--- src/rtl/can_rxq_pkg.sv ---
package can_rxq_pkg;

  typedef struct packed {
    logic [31:0] id;
    logic [3:0]  dlc;
    logic [63:0] data;
  } rxq_frame_t;

  localparam int unsigned REG_AW = 4;

  localparam logic [REG_AW-1:0] A_WIN_ID   = 4'd0;
  localparam logic [REG_AW-1:0] A_WIN_DLC  = 4'd1;
  localparam logic [REG_AW-1:0] A_WIN_LO   = 4'd2;
  localparam logic [REG_AW-1:0] A_WIN_HI   = 4'd3;
  localparam logic [REG_AW-1:0] A_CTRL     = 4'd4;
  localparam logic [REG_AW-1:0] A_PTR      = 4'd5;
  localparam logic [REG_AW-1:0] A_IEN      = 4'd6;
  localparam logic [REG_AW-1:0] A_ISTAT    = 4'd7;
  localparam logic [REG_AW-1:0] A_OVR      = 4'd8;

  localparam int unsigned CTRL_EN_BIT    = 0;
  localparam int unsigned CTRL_KEEP_BIT  = 3;
  localparam int unsigned CTRL_EMPTY_BIT = 7;
  localparam int unsigned RX_IRQ_BIT     = 4;
  localparam int unsigned OVR_BIT        = 0;

  localparam logic [7:0] RELEASE_CODE = 8'hFF;

endpackage

--- src/rtl/can_rxq_store.sv ---
module can_rxq_store
  import can_rxq_pkg::*;
#(
  parameter int unsigned DEPTH = 4
) (
  input  logic                          clk,
  input  logic                          rst,
  input  logic                          enable,
  input  logic                          keep_mode,
  input  logic                          push_req,
  input  rxq_frame_t                    frame_in,
  input  logic                          pop_req,
  output rxq_frame_t                    head,
  output logic [$clog2(DEPTH+1)-1:0]    level,
  output logic [$clog2(DEPTH)-1:0]      rd_ptr,
  output logic [$clog2(DEPTH)-1:0]      wr_ptr,
  output logic                          store_evt,
  output logic                          overrun_evt
);

  localparam int unsigned PTR_W = $clog2(DEPTH);
  localparam int unsigned LVL_W = $clog2(DEPTH+1);
  localparam logic [LVL_W-1:0] LVL_FULL = LVL_W'(DEPTH);
  localparam logic [PTR_W-1:0] PTR_LAST = PTR_W'(DEPTH-1);

  function automatic logic [PTR_W-1:0] ptr_next(input logic [PTR_W-1:0] p);
    return (p == PTR_LAST) ? '0 : p + 1'b1;
  endfunction

  function automatic logic [PTR_W-1:0] ptr_prev(input logic [PTR_W-1:0] p);
    return (p == '0) ? PTR_LAST : p - 1'b1;
  endfunction

  rxq_frame_t mem [DEPTH];

  logic             pop_ok;
  logic             full_now;
  logic             push_ok;
  logic             replace_ok;
  logic             mem_we;
  logic [PTR_W-1:0] mem_waddr;

  always_comb begin
    pop_ok      = enable && pop_req && (level != '0);
    full_now    = (level == LVL_FULL) && !pop_ok;
    push_ok     = enable && push_req && !full_now;
    replace_ok  = enable && push_req && full_now && !keep_mode;
    overrun_evt = enable && push_req && full_now;
    store_evt   = push_ok || replace_ok;
    mem_we      = store_evt;
    mem_waddr   = replace_ok ? ptr_prev(wr_ptr) : wr_ptr;
  end

  always_ff @(posedge clk) begin
    if (mem_we) begin
      mem[mem_waddr] <= frame_in;
    end
  end

  assign head = mem[rd_ptr];

  always_ff @(posedge clk) begin
    if (rst || !enable) begin
      rd_ptr <= '0;
      wr_ptr <= '0;
      level  <= '0;
    end else begin
      if (pop_ok) begin
        rd_ptr <= ptr_next(rd_ptr);
      end
      if (push_ok) begin
        wr_ptr <= ptr_next(wr_ptr);
      end
      case ({push_ok, pop_ok})
        2'b10:   level <= level + 1'b1;
        2'b01:   level <= level - 1'b1;
        default: level <= level;
      endcase
    end
  end

endmodule

--- src/rtl/can_rxq_regs.sv ---
module can_rxq_regs
  import can_rxq_pkg::*;
#(
  parameter int unsigned DEPTH  = 4,
  parameter int unsigned DATA_W = 32
) (
  input  logic                       clk,
  input  logic                       rst,
  input  logic                       reg_wr,
  input  logic                       reg_rd,
  input  logic [REG_AW-1:0]          reg_addr,
  input  logic [DATA_W-1:0]          reg_wdata,
  input  rxq_frame_t                 head,
  input  logic [$clog2(DEPTH+1)-1:0] level,
  input  logic                       store_evt,
  input  logic                       overrun_evt,
  output logic                       enable,
  output logic                       keep_mode,
  output logic                       pop_req,
  output logic                       rx_flag,
  output logic                       ovr_flag,
  output logic [DATA_W-1:0]          reg_rdata,
  output logic                       irq_rx
);

  logic ien_rx;
  logic wr_ctrl, wr_ien, wr_istat, wr_ovr;
  logic q_empty;
  logic [DATA_W-1:0] rd_mux;

  always_comb begin
    wr_ctrl  = reg_wr && (reg_addr == A_CTRL);
    wr_ien   = reg_wr && (reg_addr == A_IEN);
    wr_istat = reg_wr && (reg_addr == A_ISTAT);
    wr_ovr   = reg_wr && (reg_addr == A_OVR);
    pop_req  = reg_wr && (reg_addr == A_PTR) && (reg_wdata[7:0] == RELEASE_CODE);
    q_empty  = (level == '0);
  end

  always_ff @(posedge clk) begin
    if (rst) begin
      enable    <= 1'b0;
      keep_mode <= 1'b0;
      ien_rx    <= 1'b0;
    end else begin
      if (wr_ctrl) begin
        enable    <= reg_wdata[CTRL_EN_BIT];
        keep_mode <= reg_wdata[CTRL_KEEP_BIT];
      end
      if (wr_ien) begin
        ien_rx <= reg_wdata[RX_IRQ_BIT];
      end
    end
  end

  always_ff @(posedge clk) begin
    if (rst) begin
      rx_flag <= 1'b0;
    end else if (store_evt) begin
      rx_flag <= 1'b1;
    end else if (wr_istat && !reg_wdata[RX_IRQ_BIT]) begin
      rx_flag <= 1'b0;
    end
  end

  always_ff @(posedge clk) begin
    if (rst) begin
      ovr_flag <= 1'b0;
    end else if (overrun_evt) begin
      ovr_flag <= 1'b1;
    end else if (wr_ovr && !reg_wdata[OVR_BIT]) begin
      ovr_flag <= 1'b0;
    end
  end

  always_ff @(posedge clk) begin
    if (rst) begin
      irq_rx <= 1'b0;
    end else begin
      irq_rx <= rx_flag && ien_rx;
    end
  end

  always_comb begin
    rd_mux = '0;
    case (reg_addr)
      A_WIN_ID:  rd_mux = DATA_W'(head.id);
      A_WIN_DLC: rd_mux = DATA_W'(head.dlc);
      A_WIN_LO:  rd_mux = DATA_W'(head.data[31:0]);
      A_WIN_HI:  rd_mux = DATA_W'(head.data[63:32]);
      A_CTRL: begin
        rd_mux[CTRL_EMPTY_BIT] = q_empty;
        rd_mux[CTRL_KEEP_BIT]  = keep_mode;
        rd_mux[CTRL_EN_BIT]    = enable;
      end
      A_IEN:   rd_mux[RX_IRQ_BIT] = ien_rx;
      A_ISTAT: rd_mux[RX_IRQ_BIT] = rx_flag;
      A_OVR:   rd_mux[OVR_BIT]    = ovr_flag;
      default: rd_mux = '0;
    endcase
  end

  always_ff @(posedge clk) begin
    if (rst) begin
      reg_rdata <= '0;
    end else if (reg_rd) begin
      reg_rdata <= rd_mux;
    end
  end

endmodule

--- src/rtl/can_rx_queue_window.sv ---
module can_rx_queue_window
  import can_rxq_pkg::*;
#(
  parameter int unsigned DEPTH  = 4,
  parameter int unsigned DATA_W = 32
) (
  input  logic              clk,
  input  logic              rst,
  input  logic              frm_valid,
  input  logic [31:0]       frm_id,
  input  logic [3:0]        frm_dlc,
  input  logic [63:0]       frm_data,
  input  logic              reg_wr,
  input  logic              reg_rd,
  input  logic [3:0]        reg_addr,
  input  logic [DATA_W-1:0] reg_wdata,
  output logic [DATA_W-1:0] reg_rdata,
  output logic              irq_rx
);

  localparam int unsigned PTR_W = $clog2(DEPTH);
  localparam int unsigned LVL_W = $clog2(DEPTH+1);

  rxq_frame_t       frame_in;
  rxq_frame_t       head;
  logic [LVL_W-1:0] level;
  logic [PTR_W-1:0] rd_ptr;
  logic [PTR_W-1:0] wr_ptr;
  logic             store_evt;
  logic             overrun_evt;
  logic             enable;
  logic             keep_mode;
  logic             pop_req;
  logic             rx_flag;
  logic             ovr_flag;

  assign frame_in = '{id: frm_id, dlc: frm_dlc, data: frm_data};

  can_rxq_store #(.DEPTH(DEPTH)) u_store (
    .clk         (clk),
    .rst         (rst),
    .enable      (enable),
    .keep_mode   (keep_mode),
    .push_req    (frm_valid),
    .frame_in    (frame_in),
    .pop_req     (pop_req),
    .head        (head),
    .level       (level),
    .rd_ptr      (rd_ptr),
    .wr_ptr      (wr_ptr),
    .store_evt   (store_evt),
    .overrun_evt (overrun_evt)
  );

  can_rxq_regs #(.DEPTH(DEPTH), .DATA_W(DATA_W)) u_regs (
    .clk         (clk),
    .rst         (rst),
    .reg_wr      (reg_wr),
    .reg_rd      (reg_rd),
    .reg_addr    (reg_addr),
    .reg_wdata   (reg_wdata),
    .head        (head),
    .level       (level),
    .store_evt   (store_evt),
    .overrun_evt (overrun_evt),
    .enable      (enable),
    .keep_mode   (keep_mode),
    .pop_req     (pop_req),
    .rx_flag     (rx_flag),
    .ovr_flag    (ovr_flag),
    .reg_rdata   (reg_rdata),
    .irq_rx      (irq_rx)
  );

endmodule

--- config.mk ---
export PLATFORM = sky130hd
export DESIGN_NAME = can_rx_queue_window
export DESIGN_NICKNAME = d
export VERILOG_FILES = /design/src/rtl/can_rxq_pkg.sv /design/src/rtl/can_rxq_store.sv /design/src/rtl/can_rxq_regs.sv /design/src/rtl/can_rx_queue_window.sv
export SDC_FILE = /design/constraint.sdc
export NUM_CORES = 1
export LEC_CHECK = 0
export ABC_AREA = 1
export BUFFER_PORTS_ARGS = -buffer_cell sky130_fd_sc_hd__buf_2
export CAP_MARGIN = 0
export CORE_ASPECT_RATIO = 0.6
export CORE_MARGIN = 1
export CORE_UTILIZATION = 55
export CTS_CLUSTER_SIZE = 25
export DETAILED_ROUTE_END_ITERATION = 7
export HOLD_SLACK_MARGIN = 0.06
export PLACE_DENSITY = 0.75
export SLEW_MARGIN = 20
export SYNTH_ARGS = -nofsm -noshare
export SYNTH_HDL_FRONTEND = slang
export SYNTH_SLANG_ARGS = --single-unit
--- constraint.sdc ---
create_clock -name clk -period 7.37 [get_ports clk]
set_input_delay 1.1055 -clock clk [delete_from_list [all_inputs] [get_ports clk]]
set_output_delay 1.1055 -clock clk [all_outputs]
set_load 0.01 [all_outputs]
==> results of run 1 <==
## Yosys cell counts (all sizes together)
master  number  area share, %
clkbuf      29           0.62
nand4        7           0.25
buf         54            1.8
nand2      249            5.4
a31oi       26           0.93
o32ai        1          0.050
nor3         1          0.029
edfxtp     400             69
ha           3           0.22
a21oi       42            1.2
inv         42           0.90
o22ai       49            1.8
a41oi        1          0.050
nor2       198            4.3
fa           1           0.11
a22oi        1          0.043
nand3      100            2.9
dfxtp       47            5.4
o21ai      182            5.2
## worst max-delay path, cell delays in order
cell                      delay (ns)
sky130_fd_sc_hd__buf_2          0.12
sky130_fd_sc_hd__inv_2          0.06
sky130_fd_sc_hd__nand2_1        0.09
sky130_fd_sc_hd__nor2_1         0.15
sky130_fd_sc_hd__nand2_1        0.12
sky130_fd_sc_hd__nor2_4         0.19
sky130_fd_sc_hd__o21ai_1        0.12
sky130_fd_sc_hd__nand2_1        0.14
sky130_fd_sc_hd__nand3_1        0.21
sky130_fd_sc_hd__nor2_4         0.14
sky130_fd_sc_hd__buf_4          0.55
sky130_fd_sc_hd__buf_4          0.82
## state kept, by name, summed over array words and instances (netlist names), named ones only
| register | cells |
|---|---|
| u_regs.irq_rx | 1 |
| u_store.level | 3 |
| u_regs.keep_mode | 1 |
| u_store.mem | 400 |
| u_regs.rx_flag | 1 |
| u_store.rd_ptr | 2 |
| u_store.wr_ptr | 2 |
| u_regs.enable | 1 |
| u_regs.ien_rx | 1 |
| u_regs.ovr_flag | 1 |
| u_regs.reg_rdata | 32 |
## kinds of logic after synthesis
logic type,after synthesis,share of synthesized area (%)
buf+inv,125,3.349
fa+ha+maj,4,0.3299
compound gates,302,9.257
flops,447,74.23
simple gates,555,12.84
## worst paths after layout
path | to
hold reg to reg | u_regs.reg_rdata[0]$_SDFFE_PP0P_
setup / recovery | u_store.mem[1][41]$_DFFE_PP_
hold / removal | u_regs.reg_rdata[0]$_SDFFE_PP0P_
setup reg to reg | u_store.mem[1][41]$_DFFE_PP_
## per-stage QoR
stage	utilization (%)	power, mW
finish	63.32	4.918
global route	63.25	5.045
CTS	63.23	4.942
detailed placement	59.19	2.954
global placement	59.19	2.950
floorplan	-	2.867
## power by group through the flow
stage	logic [mW]	registers, mW	clock network [mW]
6_report	0.128	2.77	2.02
5_1_grt	0.138	2.77	2.14
4_1_cts	0.127	2.77	2.04
3_5_place_dp	0.126	2.83	0
3_3_place_gp	0.122	2.83	0
2_1_floorplan	0.0342	2.83	0
## placed cells by master (no fill, tap or decap), drive strengths merged, types with 42 or more instances in the layout
| cell | synthesis | layout |
|---|---|---|
| a21oi | 42 | 42 |
| buf | 54 | 165 |
| nor2 | 198 | 198 |
| o22ai | 49 | 49 |
| nand2 | 249 | 249 |
| edfxtp | 400 | 400 |
| clkbuf | 29 | 64 |
| o21ai | 182 | 182 |
| dfxtp | 47 | 47 |
| nand3 | 100 | 100 |
| inv | 42 | 44 |
## cell type report
class	count	area, sq um
clock buffer	64	1182
tap	416	520.5
fill	2329	11450
timing repair buffer	165	890.9
inverter	42	162.7
clock inverter	10	80.08
sequential	447	12960
antenna	11	27.53
multi-input combinational	861	3943
## routing by layer
layer  global-route usage, %  vias up  part of all wire (%)  wire length, um
li1                        -     5408                     -                -
met1                   37.28     5719                    44            18380
met2                   39.39      484                    45            18930
met3                   6.413       68                   9.1             3809
met4                   6.648       10                   2.0              822
met5                       0        -                  0.15               62
==> results by group, run 1 <==
Layout
  • Fin nets: 1,702
  • Layout cells sized above 1: between 10 and 15%
  • Layout overhead on the synthesized area: 13.28%
  • Non-Filler Instances: 2,016
  • Final design area excluding fillers: 0.01977 sq mm

Floorplan
  • DIE AREA: 0.03247 sq mm
  • Std-Cell Core Area: ~0.031 sq mm
  • Row cnt: 50
  • Die width: 232.0 um
  • Initial cell density of the core: 55.90%
  • Die height: 140.0 um
  • I/O pin cnt: around 170

Critical path
  • Critical Path End Type: register
  • Startpoint Class: input pin
  • Worst endpoint data arrival time: 3.90 ns
  • Depth of the worst register-to-register path: 9
  • Maximum fanout along the worst path: about 60
  • Reg-to-Reg Start: u_store.level[0]$_SDFFE_PP0P_
  • Register-to-register path setup slack: 3.93 ns
  • Data required time at the worst endpoint: ~7.5 ns
  • Critical path origin: reg_addr[3]
  • Worst Setup Path Type: input pin to register

Detailed routing
  • Number of vias per cell after detailed routing: roughly 5.8
  • Wire length per cell: 20.84 um
  • Vias: 11,690
  • Number of DRC violations after detailed-routing iteration 0: approximately 1,300
  • Number of DRC violations after detailed routing: 0
  • Number of optimization iterations in the first detailed-route pass: 5
  • Number of nets still failing antenna checks after routing: 0
  • Overall routed net length: 42.01 mm

Hold path
  • Launch instance of the worst min-delay path: u_regs.reg_rdata[0]$_SDFFE_PP0P_
  • Worst min path class: register to register
  • Cell depth of the worst hold path: 2

Clocking
  • Hold_buf cts: 0
  • TritonCTS Buffers: 40
  • Clock Tree Root: sky130_fd_sc_hd__clkbuf_16
  • Maximum buffer depth of the clock tree: 3
  • TritonCTS clock tree: yes
  • Clock-pin slew on the worst setup and hold paths: ~0.06 ns
  • Cts repair resizes: 0
  • Clock H-tree levels: 2
  • Post-CTS Repair Setup Buffers: 0
  • Insertion delay of the later-clocked pin in the worst-skew pair: ~0.54 ns
  • Clock sink total: roughly 450

Power and ir drop
  • Fraction of power spent switching nets: 19.73%
  • Pwr per Cell Area: 248.8 mW/mm^2
  • Leakage component of the power: 7.015 nW
  • Combinational Power Share: 2.6%
  • Portion of total power attributed to the clock network: 41.0%
  • Maximum ir drop on the vdd rail: roughly 0.15 mV
  • Net Sw Power: just under 1 mW
  • Internal portion of total power: 3.948 mW
  • Power share of the sequential group: 56.4%

Place
  • Number of port buffers: around 150
  • Placed wire-length estimate: roughly 24 mm
  • Setup slack after placement: 3.117 ns
  • Routability-driven placement congestion ratio: 0.8258
  • Post-place instance area: 0.01848 sq mm
  • Number of cells after detailed placement: between 1,500 and 2,000

Synthesis
  • Number of flip-flops and latches in the synthesized netlist: 447
  • Distinct cell type count of the synthesized netlist: 26
  • Net count of the mapped netlist: 1,578
  • Number of warnings issued by yosys: 0
  • Proportion of synthesized chip area in sequential cells: about three quarters
  • Post-synthesis area per instance: 12.18 sq um
  • Post-synthesis cell count: 1,433
  • Cell area after synthesis: 0.01745 sq mm

Global routing
  • Largest net degree at the start of global routing: 101
  • Wire length of the first global-routing pass: around 63 mm
  • Initial antenna violation count: 14
  • Gr ovfl total: 0
  • GRT Resource Usage Total: 25.79%
  • Via count of the first global-routing pass: 10,900

STA
  • Fin. Hold Viols: 0
  • Highest achievable clock rate: 266.7 MHz
  • Remaining max-slew budget at the tightest pin: around 28%
  • Worst hold slack after final layout: 0.4635 ns
  • Unrepaired setup endpoints after global routing: no
  • Final TNS setup: 0 ns
  • Max-slew violation count: 0
  • Final period demand of the worst path: around 3.7 ns
  • Final count of negative-setup-slack endpoints: 0
  • Worst setup skew after layout: 0.02426 ns
  • Min setup slack post-route: between 3 and 4 ns
  • Post-route clock period utilization: approximately half
  • Slew at the pin with the worst max-slew slack: 1.080 ns

Flow run
  • Max-cap violations: 0

Status
  • Status: finished, final reports clean
Note: power is estimated with default switching activity, not from simulation.
==> inputs of run 2 (changes only) <==
Clock period 7.37 ns to 3.6 ns, I/O delays scaled along.
==> run 2 against run 1 <==
Net effect:
- register-to-register slack worse by 3.0 ns
- via count up 1.1%
- global-route usage up 0.72 points
- count of clock-buffer cells in the layout down 4
- worst setup slack worse by 2.7 ns
- flip-flop and latch count unchanged
- worst hold slack worse by 0.26 ns
- first-iteration DRC count down 7.4%
==> results by group, run 2 (synthesis results as in run 1) <==
Critical path
  • Worst Setup Path Type: register to register
  • Critical Path End Type: register
  • Maximum fanout along the worst path: 20 (-67%)
  • Worst path bufs/invs: 1 (-3)
  • CP Cell Sequence: nor2_1, a21oi_1, nand3_1, nand4_1, nand2_1, nand3_1, nor2_4, buf_12
  • Cell family with most CP delay: simple AND/OR/NAND/NOR gates
  • Data required time at the worst endpoint: 3.84 ns (-3.68 ns)
  • Longest individual stage delay on the worst path: 0.64 ns (-0.18 ns)
  • Worst path slowest cell: sky130_fd_sc_hd__nor2_4
  • Cell occurring most often along the worst timing path: sky130_fd_sc_hd__nand3_1
  • Startpoint Class: register
  • Worst endpoint data arrival time: 2.95 ns (-0.95 ns)

Detailed routing
  • Number of optimization iterations in the first detailed-route pass: 5 (unchanged)
  • Post-Route M1 WL: 18.93 mm (+3.0%)
  • Wire length per cell: 21.11 um (+1.3%)
  • Number of vias per cell after detailed routing: 5.808 (+0.18%)
  • Number of DRC violations after detailed-routing iteration 0: 1,217 (-7.4%)
  • Overall routed net length: 42.95 mm (+2.2%)
  • Uppermost signal routing layer after detailed routing: met5
  • Number of DRC violations after detailed routing: 0 (unchanged)
  • Total length of routed met3 wires: 4.035 mm (+5.9%)
  • Vias: 11,820 (+1.1%)
  • Number of nets still failing antenna checks after routing: 0 (unchanged)
  • Met2 WL: 19.43 mm (+2.6%)

Layout
  • Leading cell types in the layout, fill and taps excluded: sky130_fd_sc_hd__edfxtp_1, sky130_fd_sc_hd__nand2_1, sky130_fd_sc_hd__nor2_1
  • Most flops, register: u_store.mem
  • Most common cell after layout, fill and taps aside: sky130_fd_sc_hd__edfxtp_1
  • Max FFs per register: 400 (unchanged)
  • Biggest registers after layout: u_store.mem: 400 flops, u_regs.reg_rdata: 32 flops, u_store.level: 3 flops
  • Fillers: 2,286 (-1.8%)
  • Layout cells sized above 1: 16.22% (+1.4 points)
  • Fin nets: 1,723 (+1.2%)
  • Layout overhead on the synthesized area: 15.64%
  • Non-Filler Instances: 2,035 (+0.94%)

Status
  • Status: finished, final reports clean

Floorplan
  • DIE AREA: 0.03247 sq mm (unchanged)
  • I/O pin cnt: 174 (unchanged)
  • Die height: 140.0 um (unchanged)
  • Initial cell density of the core: 55.90% (unchanged)
  • Row cnt: 50 (unchanged)
  • Std-Cell Core Area: 0.03122 sq mm (unchanged)
  • Die width: 232.0 um (unchanged)

Clocking
  • Cts repair resizes: 0 (unchanged)
  • Insertion delay of the later-clocked pin in the worst-skew pair: 0.55 ns (about the same)
  • TritonCTS Buffers: 40 (unchanged)
  • Clock Tree Root: sky130_fd_sc_hd__clkbuf_16
  • Clock-pin slew on the worst setup and hold paths: 0.06 ns (about the same)
  • Hold_buf cts: 0 (unchanged)
  • Post-CTS Repair Setup Buffers: 0 (unchanged)
  • Clock sink total: 447 (unchanged)
  • Clock H-tree levels: 2 (unchanged)
  • TritonCTS clock tree: yes
  • Maximum buffer depth of the clock tree: 3 (unchanged)

STA
  • Fin. Hold Viols: 0 (unchanged)
  • Final period demand of the worst path: 2.715 ns
  • Post-route clock period utilization: 75.41%
  • Max-slew violation count: 0 (unchanged)
  • Slew at the pin with the worst max-slew slack: 1.072 ns (-0.008457 ns)
  • Unrepaired setup endpoints after global routing: no
  • Final count of negative-setup-slack endpoints: 0 (unchanged)
  • Final TNS setup: 0 ns (unchanged)
  • Highest achievable clock rate: 368.4 MHz
  • Min setup slack post-route: 0.8853 ns (-2.736 ns)
  • Worst setup skew after layout: 0.01585 ns (-0.008411 ns)
  • Remaining max-slew budget at the tightest pin: 28.54% (+0.56 points)

Place
  • Placed wire-length estimate: 26.22 mm (+11%)
  • Setup slack after placement: 0.6389 ns (-2.478 ns)
  • Number of port buffers: 149 (unchanged)
  • Number of cells after detailed placement: 1,952 (+1.1%)
  • Routability-driven placement congestion ratio: 0.8487 (+2.8%)

Global routing
  • Via count of the first global-routing pass: 11,050 (+1.4%)
  • GRT Resource Usage Total: 26.50% (+0.72 points)
  • Largest net degree at the start of global routing: 151 (+50%)
  • Gr ovfl total: 0 (unchanged)
  • Wire length of the first global-routing pass: 64.58 mm (+2.6%)
  • Initial antenna violation count: 14 (unchanged)

Power and ir drop
  • Internal portion of total power: 8.136 mW (+110%)
  • Pwr per Cell Area: 503.4 mW/mm^2 (+100%)
  • Fraction of power spent switching nets: 19.90% (+0.17 points)
  • Power share of the sequential group: 55.9% (-0.5 points)
  • Maximum ir drop on the vdd rail: 0.3957 mV (+160%)
  • Leakage component of the power: 7.201 nW (+2.7%)
  • Portion of total power attributed to the clock network: 41.5% (+0.5 points)
  • Net Sw Power: 2.021 mW (+110%)
  • Combinational Power Share: 2.6% (about the same)

Hold path
  • Worst min path class: input pin to register

Flow run
  • Max-cap violations: 0 (unchanged)
run 2: power by group through the flow:
stage | clock [mW] | sequential, mW | combinational, mW
final | 4.22 | 5.68 | 0.263
after global placement | 0 | 5.79 | 0.250
after detailed placement | 0 | 5.79 | 0.258
after floorplan | 0 | 5.80 | 0.0700
after global routing | 4.45 | 5.68 | 0.283
after CTS | 4.27 | 5.68 | 0.259
run 2: final cells by class:
type | instances | area, sq um | area share [%]
sequential | 447 | 12960 | 64.23
multi-input combinational | 861 | 3953 | 19.59
timing repair buffer | 186 | 1261 | 6.250
clock buffer | 60 | 1199 | 5.940
tap | 416 | 520.5 | 2.580
inverter | 42 | 162.7 | 0.8061
clock inverter | 13 | 97.59 | 0.4837
antenna | 10 | 25.02 | 0.1240
run 2: through the flow:
stage	hold slack, ns	area, sq um	util (%)	power [mW]
after detailed placement	0.4575	18860	60.40	6.047
after floorplan	0.4302	17460	-	5.869
after global placement	0.4505	18860	60.40	6.038
after global routing	0.1919	20160	64.58	10.41
after CTS	0.1900	20150	64.56	10.20
final	0.2080	20180	64.64	10.16
run 2: final timing paths:
kind                                         start                               end  slack, ns  cells after the start
hold reg to reg   u_regs.reg_rdata[1]$_SDFFE_PP0P_  u_regs.reg_rdata[1]$_SDFFE_PP0P_       0.47                      2
hold / removal                        frm_data[22]      u_store.mem[0][22]$_DFFE_PP_       0.21                      1
setup reg to reg     u_store.level[0]$_SDFFE_PP0P_      u_store.mem[2][73]$_DFFE_PP_       0.89                      8
setup / recovery     u_store.level[0]$_SDFFE_PP0P_      u_store.mem[2][73]$_DFFE_PP_       0.89                      8
run 2: per-layer routing:
metal	global-route usage, %	vias to the layer above
li1	-	5441
met5	0	-
met2	38.77	546
met1	40.46	5780
met3	6.026	45
met4	6.302	8
